File: src/rtl/isaBridgePkg.sv
package isaBridgePkg;

  typedef enum logic [2:0] {
    ST_IDLE,
    ST_ALE,
    ST_HOLD,
    ST_STRB,
    ST_DONE
  } seqState_t;

  typedef enum logic [1:0] {
    PORT_PTR   = 2'b00,
    PORT_DATA  = 2'b01,
    PORT_SPARE = 2'b10,
    PORT_RST   = 2'b11
  } portSel_t;

  // Strobes from the control unit to the datapath
  typedef struct packed {
    logic latchLoad;  // store host byte in pointer latch
    logic ptrRead;    // return pointer to host
    logic ale;        // address latch enable phase
    logic ptrDrive;   // pointer on shared bus
    logic wrDrive;    // host write data on shared bus
    logic rdStb;      // peripheral read strobe
    logic wrStb;      // peripheral write strobe
    logic csActive;   // peripheral selected
    logic rdCapture;  // sample shared bus into read register
    logic rdReturn;   // captured byte to host
  } bridgeStrb_t;

endpackage

File: src/rtl/isaBridgeCtrl.sv
module isaBridgeCtrl
  import isaBridgePkg::*;
#(
  parameter int ADDR_W   = 10,
  parameter int ALE_CYC  = 2,
  parameter int HOLD_CYC = 1,
  parameter int STRB_CYC = 3
) (
  input  logic              clk,
  input  logic              sysReset,
  input  logic [ADDR_W-1:0] hostAddr,
  input  logic              aen,
  input  logic              iorN,
  input  logic              iowN,
  input  logic [ADDR_W-3:0] baseSel,
  output bridgeStrb_t       strb,
  output logic              ioReady,
  output logic              rstPortWr
);

  localparam int MAX_PH = (ALE_CYC > HOLD_CYC) ?
                          ((ALE_CYC > STRB_CYC) ? ALE_CYC : STRB_CYC) :
                          ((HOLD_CYC > STRB_CYC) ? HOLD_CYC : STRB_CYC);
  localparam int CNT_W  = $clog2(MAX_PH + 1);

  seqState_t       state;
  logic [CNT_W-1:0] phCnt;
  logic            isRead;

  logic     baseHit;
  portSel_t port;
  logic     rdAct;
  logic     wrAct;
  logic     dataAcc;
  logic     phLast;

  assign baseHit = !aen && (hostAddr[ADDR_W-1:2] == baseSel);
  assign port    = portSel_t'(hostAddr[1:0]);
  assign rdAct   = baseHit && !iorN;
  assign wrAct   = baseHit && !iowN;
  assign dataAcc = (rdAct || wrAct) && (port == PORT_DATA);
  assign phLast  = (phCnt == '0);

  always_ff @(posedge clk or posedge sysReset) begin
    if (sysReset) begin
      state  <= ST_IDLE;
      phCnt  <= '0;
      isRead <= 1'b0;
    end else begin
      case (state)
        ST_IDLE: begin
          if (dataAcc) begin
            state  <= ST_ALE;
            phCnt  <= CNT_W'(ALE_CYC - 1);
            isRead <= rdAct;
          end
        end
        ST_ALE: begin
          if (phLast) begin
            state <= ST_HOLD;
            phCnt <= CNT_W'(HOLD_CYC - 1);
          end else begin
            phCnt <= phCnt - CNT_W'(1);
          end
        end
        ST_HOLD: begin
          if (phLast) begin
            state <= ST_STRB;
            phCnt <= CNT_W'(STRB_CYC - 1);
          end else begin
            phCnt <= phCnt - CNT_W'(1);
          end
        end
        ST_STRB: begin
          if (phLast) begin
            state <= ST_DONE;
          end else begin
            phCnt <= phCnt - CNT_W'(1);
          end
        end
        ST_DONE: begin
          if (!dataAcc) begin
            state <= ST_IDLE;
          end
        end
        default: state <= ST_IDLE;
      endcase
    end
  end

  always_comb begin
    strb           = '0;
    strb.latchLoad = wrAct && (port == PORT_PTR);
    strb.ptrRead   = rdAct && (port == PORT_PTR);
    strb.ale       = (state == ST_ALE);
    strb.ptrDrive  = (state == ST_ALE) || (state == ST_HOLD);
    strb.wrDrive   = (state == ST_STRB) && !isRead;
    strb.rdStb     = (state == ST_STRB) && isRead;
    strb.wrStb     = (state == ST_STRB) && !isRead;
    strb.csActive  = (state != ST_IDLE);
    strb.rdCapture = (state == ST_STRB) && isRead;
    strb.rdReturn  = (state == ST_DONE) && isRead;
  end

  assign ioReady   = !(dataAcc && (state != ST_DONE));
  assign rstPortWr = wrAct && (port == PORT_RST);

endmodule

File: src/rtl/isaBridgeDatapath.sv
module isaBridgeDatapath
  import isaBridgePkg::*;
#(
  parameter int DATA_W = 8
) (
  input  logic              clk,
  input  logic              sysReset,
  input  bridgeStrb_t       strb,
  input  logic [DATA_W-1:0] hostDataIn,
  input  logic [DATA_W-1:0] muxBusIn,
  output logic [DATA_W-1:0] hostDataOut,
  output logic              hostDataOe,
  output logic [DATA_W-1:0] muxBusOut,
  output logic              muxBusOe,
  output logic              ale,
  output logic              perCsN,
  output logic              perRdN,
  output logic              perWrN
);

  logic [DATA_W-1:0] ptrLatch;
  logic [DATA_W-1:0] rdData;

  always_ff @(posedge clk or posedge sysReset) begin
    if (sysReset) begin
      ptrLatch <= '0;
    end else if (strb.latchLoad) begin
      ptrLatch <= hostDataIn;
    end
  end

  always_ff @(posedge clk or posedge sysReset) begin
    if (sysReset) begin
      rdData <= '0;
    end else if (strb.rdCapture) begin
      rdData <= muxBusIn;
    end
  end

  // Pointer phase and write phase never overlap, read phase drives nothing
  assign muxBusOut   = strb.wrDrive ? hostDataIn : ptrLatch;
  assign muxBusOe    = strb.ptrDrive || strb.wrDrive;

  assign hostDataOut = strb.ptrRead ? ptrLatch : rdData;
  assign hostDataOe  = strb.ptrRead || strb.rdReturn;

  assign ale    = strb.ale;
  assign perCsN = !strb.csActive;
  assign perRdN = !strb.rdStb;
  assign perWrN = !strb.wrStb;

endmodule

File: src/rtl/isaBridgeRstGen.sv
module isaBridgeRstGen #(
  parameter int RST_CYC = 20,
  parameter int DEB_CYC = 8
) (
  input  logic clk,
  input  logic sysReset,
  input  logic rstPortWr,
  input  logic btnN,
  output logic perRstN
);

  localparam int SW_W  = $clog2(RST_CYC + 1);
  localparam int DEB_W = $clog2(DEB_CYC + 1);

  logic            wrSeen;
  logic [SW_W-1:0] swCnt;

  always_ff @(posedge clk or posedge sysReset) begin
    if (sysReset) begin
      wrSeen <= 1'b0;
      swCnt  <= '0;
    end else begin
      wrSeen <= rstPortWr;
      if (rstPortWr && !wrSeen) begin
        swCnt <= SW_W'(RST_CYC);
      end else if (swCnt != '0) begin
        swCnt <= swCnt - SW_W'(1);
      end
    end
  end

  logic [1:0]       btnSync;
  logic             btnStable;
  logic [DEB_W-1:0] debCnt;

  always_ff @(posedge clk or posedge sysReset) begin
    if (sysReset) begin
      btnSync   <= 2'b11;
      btnStable <= 1'b1;
      debCnt    <= '0;
    end else begin
      btnSync <= {btnSync[0], btnN};
      if (btnSync[1] == btnStable) begin
        debCnt <= '0;
      end else if (debCnt == DEB_W'(DEB_CYC - 1)) begin
        btnStable <= btnSync[1];
        debCnt    <= '0;
      end else begin
        debCnt <= debCnt + DEB_W'(1);
      end
    end
  end

  assign perRstN = !(sysReset || (swCnt != '0) || !btnStable);

endmodule

File: src/rtl/isaMuxBridge.sv
module isaMuxBridge
  import isaBridgePkg::*;
#(
  parameter int ADDR_W   = 10,
  parameter int DATA_W   = 8,
  parameter int ALE_CYC  = 2,
  parameter int HOLD_CYC = 1,
  parameter int STRB_CYC = 3,
  parameter int RST_CYC  = 20,
  parameter int DEB_CYC  = 8
) (
  input  logic              clk,
  input  logic              sysReset,
  input  logic              aen,
  input  logic [ADDR_W-1:0] hostAddr,
  input  logic              iorN,
  input  logic              iowN,
  input  logic [DATA_W-1:0] hostDataIn,
  output logic [DATA_W-1:0] hostDataOut,
  output logic              hostDataOe,
  output logic              ioReady,
  input  logic [ADDR_W-3:0] baseSel,
  input  logic              btnN,
  input  logic [DATA_W-1:0] muxBusIn,
  output logic [DATA_W-1:0] muxBusOut,
  output logic              muxBusOe,
  output logic              ale,
  output logic              perCsN,
  output logic              perRdN,
  output logic              perWrN,
  output logic              perRstN
);

  bridgeStrb_t strb;
  logic        rstPortWr;

  isaBridgeCtrl #(
    .ADDR_W  (ADDR_W),
    .ALE_CYC (ALE_CYC),
    .HOLD_CYC(HOLD_CYC),
    .STRB_CYC(STRB_CYC)
  ) ctrl_i (
    .clk      (clk),
    .sysReset (sysReset),
    .hostAddr (hostAddr),
    .aen      (aen),
    .iorN     (iorN),
    .iowN     (iowN),
    .baseSel  (baseSel),
    .strb     (strb),
    .ioReady  (ioReady),
    .rstPortWr(rstPortWr)
  );

  isaBridgeDatapath #(
    .DATA_W(DATA_W)
  ) dp_i (
    .clk        (clk),
    .sysReset   (sysReset),
    .strb       (strb),
    .hostDataIn (hostDataIn),
    .muxBusIn   (muxBusIn),
    .hostDataOut(hostDataOut),
    .hostDataOe (hostDataOe),
    .muxBusOut  (muxBusOut),
    .muxBusOe   (muxBusOe),
    .ale        (ale),
    .perCsN     (perCsN),
    .perRdN     (perRdN),
    .perWrN     (perWrN)
  );

  isaBridgeRstGen #(
    .RST_CYC(RST_CYC),
    .DEB_CYC(DEB_CYC)
  ) rst_i (
    .clk      (clk),
    .sysReset (sysReset),
    .rstPortWr(rstPortWr),
    .btnN     (btnN),
    .perRstN  (perRstN)
  );

endmodule

File: config.mk
export PLATFORM = sky130hd
export DESIGN_NAME = isaMuxBridge
export DESIGN_NICKNAME = d
export VERILOG_FILES = /design/src/rtl/isaBridgePkg.sv /design/src/rtl/isaBridgeCtrl.sv /design/src/rtl/isaBridgeDatapath.sv /design/src/rtl/isaBridgeRstGen.sv /design/src/rtl/isaMuxBridge.sv
export SDC_FILE = /design/constraint.sdc
export NUM_CORES = 1
export LEC_CHECK = 0
export BUFFER_PORTS_ARGS = -buffer_cell sky130_fd_sc_hd__clkbuf_2
export CORE_MARGIN = 4
export CORE_UTILIZATION = 51
export DETAILED_ROUTE_END_ITERATION = 8
export GPL_TIMING_DRIVEN = 0
export PLACE_DENSITY = 0.77
export SYNTH_ARGS = -nofsm -noshare
export SYNTH_HDL_FRONTEND = slang
export SYNTH_HIERARCHICAL = 1
export SYNTH_SLANG_ARGS = --single-unit
File: constraint.sdc
create_clock -name clk -period 1.9 [get_ports clk]
set_clock_uncertainty 0.15 [all_clocks]
set_input_delay 0 -clock clk [delete_from_list [all_inputs] [get_ports clk]]
set_output_delay 0 -clock clk [all_outputs]
set_load 0.05 [all_outputs]
# Word-level counts from Yosys, hierarchy flattened
# Cells that the tools add are included.
# totals
register_bits	35
input_bits	40
out_inout_bits	24
# classes
n_mux	17
n_reduce_logical	40
add_sub_neg	3
bitwise	1
eq_ne	16
# op_table
operator	count
$mux W8	2
$mux W3	5
$pmux W3 S5	1
$logic_and A1 B1 Y1	12
$logic_not A1 Y1	11
$mux W5	2
$eq A8 B8 Y1	1
$mux W2	4
$mux W4	2
$ne A2 B1 Y1 const B	4
$pmux W2 S4	1
$eq A3 B2 Y1 const B	2
$logic_or A1 B1 Y1	6
$reduce_and A5 Y1	1
$reduce_bool A5 Y1	1
$sub A5 B1 Y5 const B	1
$add A4 B1 Y4 const B	1
$eq A4 B3 Y1 const B	1
$logic_not A2 Y1	2
$ne A2 B2 Y1 const B	2
$reduce_and A2 Y1	2
$reduce_bool A4 Y1	1
$eq A3 B1 Y1 const B	1
$eq A3 B3 Y1 const B	1
10 further kinds	10

# Longest topological paths before layout
# depth
ltp_word	7
mapped_depth	8
mapped_depth_nobuf	8

# Cells and area by module
# The synthesis kept the hierarchy.
# by_module_without_submodules
mod	seq_area_each_um2	cells_per_inst	area_per_inst_um2	instances
isaBridgeDatapath	400.4	59	960.9	1
isaBridgeCtrl	150.1	71	593.1	1
isaBridgeRstGen	329.1	49	555.5	1

# Least setup slack after synthesis
# No wires, ideal clock.
# synth_path
path_type	reg2out
startpoint	reg rst_i.swCnt[0]
endpoint	out perRstN
path_buffers	1
stages_incl_launch_ff	6
required_ps	1750
setup_slack_ps	-577
arrival_ps	2327
cell_sequence	dfrtp_1 > inv_1 > ha_1 > or4b_1 > buf_2 > nor3b_1
# synth_via
elab_chain_len	4
# synth_lines
item	line_no	rtl
start, declared	isaBridgeRstGen.sv:16	logic [SW_W-1:0] swCnt;
start signal, assigned	isaBridgeRstGen.sv:25	swCnt <= SW_W'(RST_CYC);
start signal, assigned	isaBridgeRstGen.sv:27	swCnt <= swCnt - SW_W'(1);
$reduce_bool A5 Y1	isaBridgeRstGen.sv:54	assign perRstN = !(sysReset || (swCnt != '0) || !btnStable);
$logic_or A1 B1 Y1 (2 in a row)	isaBridgeRstGen.sv:54	
$logic_not A1 Y1	isaBridgeRstGen.sv:54	
end, declared	isaMuxBridge.sv:31	output logic perRstN
# Every way passes these cells.

# Final worst setup path
# Same ends and word-level chain as after synthesis.

==> qor.yml <==
routed.top_layer: "met4"
finalInstanceArea_um2: 3146
ys.flop_type: "dfrtp_1"
wl_um: 5936
hold_path.class: "in2async"
nets: 328
violations: "negative setup slack"
ios: 64
worst_slew_pin_slew_ps: 612.8
place_congestion: 0.7720
core_area_um2: 4000
ys_seq_elements: 35
fillers: 228
fin_hold_ws_ps: 76.21
drt-initial-drc-count: 84
synth_common_cells: "32 x dfrtp_1, 32 x mux2_4, 14 x inv_1, 14 x nor2_1, 11 x xnor2_1"
place_inst: 292
drive_gt1_frac: 0.5246
ant_nets: 0
min_period_over_period: 1.049
worst_setup_path_end_kind: "primary output"
crit_arrival_ps: 1840
post-route-min-period_ps: 1994
drc: 0
die_y_um: 72.32
r2r_slack_ps: -20
critPathKind: "reg2out"
finalMaxSlewViolations: 0
port_buffers: 63
seq_area_frac_synth: 0.4170
placed_area_um2: 2499
leakagePower_nw: 1.579
syn_to_final_growth_pct: 49.11
wl_met3_um: 269
fin_util: 0.7864
netlist.area_leader.share: 0.3796
vias: 1713
synth.distinct_cells: 39
hold_viol_final: 0
status: "complete, but fails checks"
antenna_found_initial: 0
async_flop_share: 1.000
rsz0062_at_grt: "yes"
cp-start-kind: "flop"
drv_cap: 0
clkTransAtPathRegs_ps: 70
cts_buffers: 5
diodes: 0
synth-edff-count: 0
setup_viol: 13
dr_wl_met2_um: 3344
wl_met1_um: 2141
first_pass_iters: 4
worstReg2RegEnd: "rst_i/swCnt[0]$_DFFE_PP0P_"
postSynthCellCount: 179
die_x_um: 72.32
crit_path_max_fanout: 3
overflow: 0
cts_htree_levels: 2
fmax_mhz: 501.5
synth_area_um2: 2110
syn_nets: 224
vias_per_cell: 5.129
cp.required_ps: 1750
slew-limit-headroom: 0.5910
r2r_start: "rst_i/swCnt[0]$_DFFE_PP0P_"
cts_sinks: 35
first_global_vias: 1766
fin_ws_ps: -94.03
ir_drop_v: 0.0004404
p_total_mw: 2.008
powerDensity_nw_per_um2: 638.5
syn_area_per_cell_um2: 11.79
hpwl_um: 3206
yosysTopAreaCell: "dfrtp_1"
cts_tree: "done"
clockBufferDepth: 2
die-area_um2: 5229
synth_top_cells_by_area: "dfrtp_1 38%, mux2_4 23%, xnor2_1 4.6%"
yosys_warnings: 6
worstRegToRegCells: 7
cts_root_buf: "clkbuf_8"
grt_pass1_wl_um: 8480
stdcell_count: 334
core.rowCount: 23
grt_max_degree: 17
wl_per_cell_um: 17.77
groute.usage.overall: 0.2160
clock_latency_ps: 290
initial_core_util: 0.5274
[per-layer routing]
layer | GRT usage | up-vias
met5 | 0 | -
met4 | 0.07933 | 0
met3 | 0.05125 | 15
met2 | 0.3994 | 54
met1 | 0.2378 | 837
li1 | - | 807
[sequential cells by signal (all words and copies together), names as in the netlist]
register / flops
dp_i/ptrLatch: 8
ctrl_i/phCnt: 2
rst_i/btnSync: 2
rst_i/swCnt: 5
ctrl_i/state: 3
rst_i/debCnt: 4
dp_i/rdData: 8
ctrl_i/isRead: 1
rst_i/wrSeen: 1
rst_i/btnStable: 1
[worst max-delay path by stage]
stage                                      startpoint      endpoint  cells past startpoint
final                      rst_i/swCnt[0]$_DFFE_PP0P_       perRstN                      5
after global routing       rst_i/swCnt[0]$_DFFE_PP0P_       perRstN                      5
after CTS                  rst_i/swCnt[0]$_DFFE_PP0P_       perRstN                      6
after detailed placement  ctrl_i/state[1]$_DFFE_PP0P_  muxBusOut[4]                      7
after global placement    ctrl_i/state[1]$_DFFE_PP0P_  muxBusOut[4]                      7
after floorplan            rst_i/swCnt[0]$_DFFE_PP0P_       perRstN                      5
[logic make-up (layout without fill, tap and decap cells)]
logic type | Yosys count | count (layout) | share of synthesized area
adder cells (fa/ha/maj) | 5 | 5 | 0.02966
flip-flops | 35 | 35 | 0.4170
XOR/XNOR | 13 | 13 | 0.05397
buffers and inverters | 26 | 131 | 0.06761
multiplexers | 38 | 38 | 0.2580
AND/OR/NAND/NOR | 48 | 48 | 0.1222
AO/OA/AOI/OAI | 14 | 14 | 0.05160
[stage by stage]
step | TNS, ps | setup WS [ps]
2_1_floorplan | 0 | 85.19
3_3_place_gp | 0 | 0.9550
3_5_place_dp | 0 | 2.937
4_1_cts | -132.7 | -132.7
5_1_grt | -1507 | -151.8
6_report | -251.1 | -94.03
[timing repair]
item | 4_1_cts | 5_1_grt
pin swaps | 2 | 11
endpoints found under the setup margin | 10 | 22
resized for setup | 36 | 58
endpoints found under the hold margin | 55 | 0
cloned | 1 | 1
hold buffers | 23 | 0
setup buffers | 4 | 7
[area by class of cell]
cell class / count / area, um2 / area share
Buffer: 9 / 97.59 / 0.03103
Clock buffer: 6 / 72.57 / 0.02307
Clock inverter: 2 / 12.51 / 0.003978
Inverter: 15 / 56.30 / 0.01790
Multi-Input combinational cell: 118 / 1171 / 0.3723
Sequential cell: 35 / 879.6 / 0.2796
Tap cell: 50 / 62.56 / 0.01989
Timing Repair Buffer: 99 / 793.3 / 0.2522
[report_power, final]
part	leakage, nW	total [mW]	internal (mW)	switching (mW)
Clock	0.0412	0.538	0.256	0.282
Combinational	1.08	0.547	0.299	0.248
Sequential	0.457	0.924	0.842	0.0817
Total	1.58	2.01	1.40	0.611
[worst max-delay path: stages (launching register included)]
cell	delay, ps
dfrtp_1	410
inv_1	70
ha_2	180
or4b_4	490
nor3b_4	230
buf_8	170
[layout by cell type, fill, tap and decap left out, types with 4 or more instances in the layout]
| cell type | netlist | routed |
|---|---|---|
| nor2_1 | 14 | 12 |
| xnor2_1 | 11 | 9 |
| buf_4 | 3 | 19 |
| dlygate4sd3_1 | 0 | 22 |
| clkbuf_2 | 0 | 42 |
| ha_1 | 5 | 4 |
| dfrtp_1 | 32 | 32 |
| nand2_1 | 10 | 8 |
| inv_1 | 14 | 14 |
| buf_8 | 0 | 11 |
| clkbuf_8 | 0 | 5 |
| mux2_4 | 32 | 32 |
| buf_6 | 4 | 12 |
Note: power is estimated with default switching activity, not from simulation.
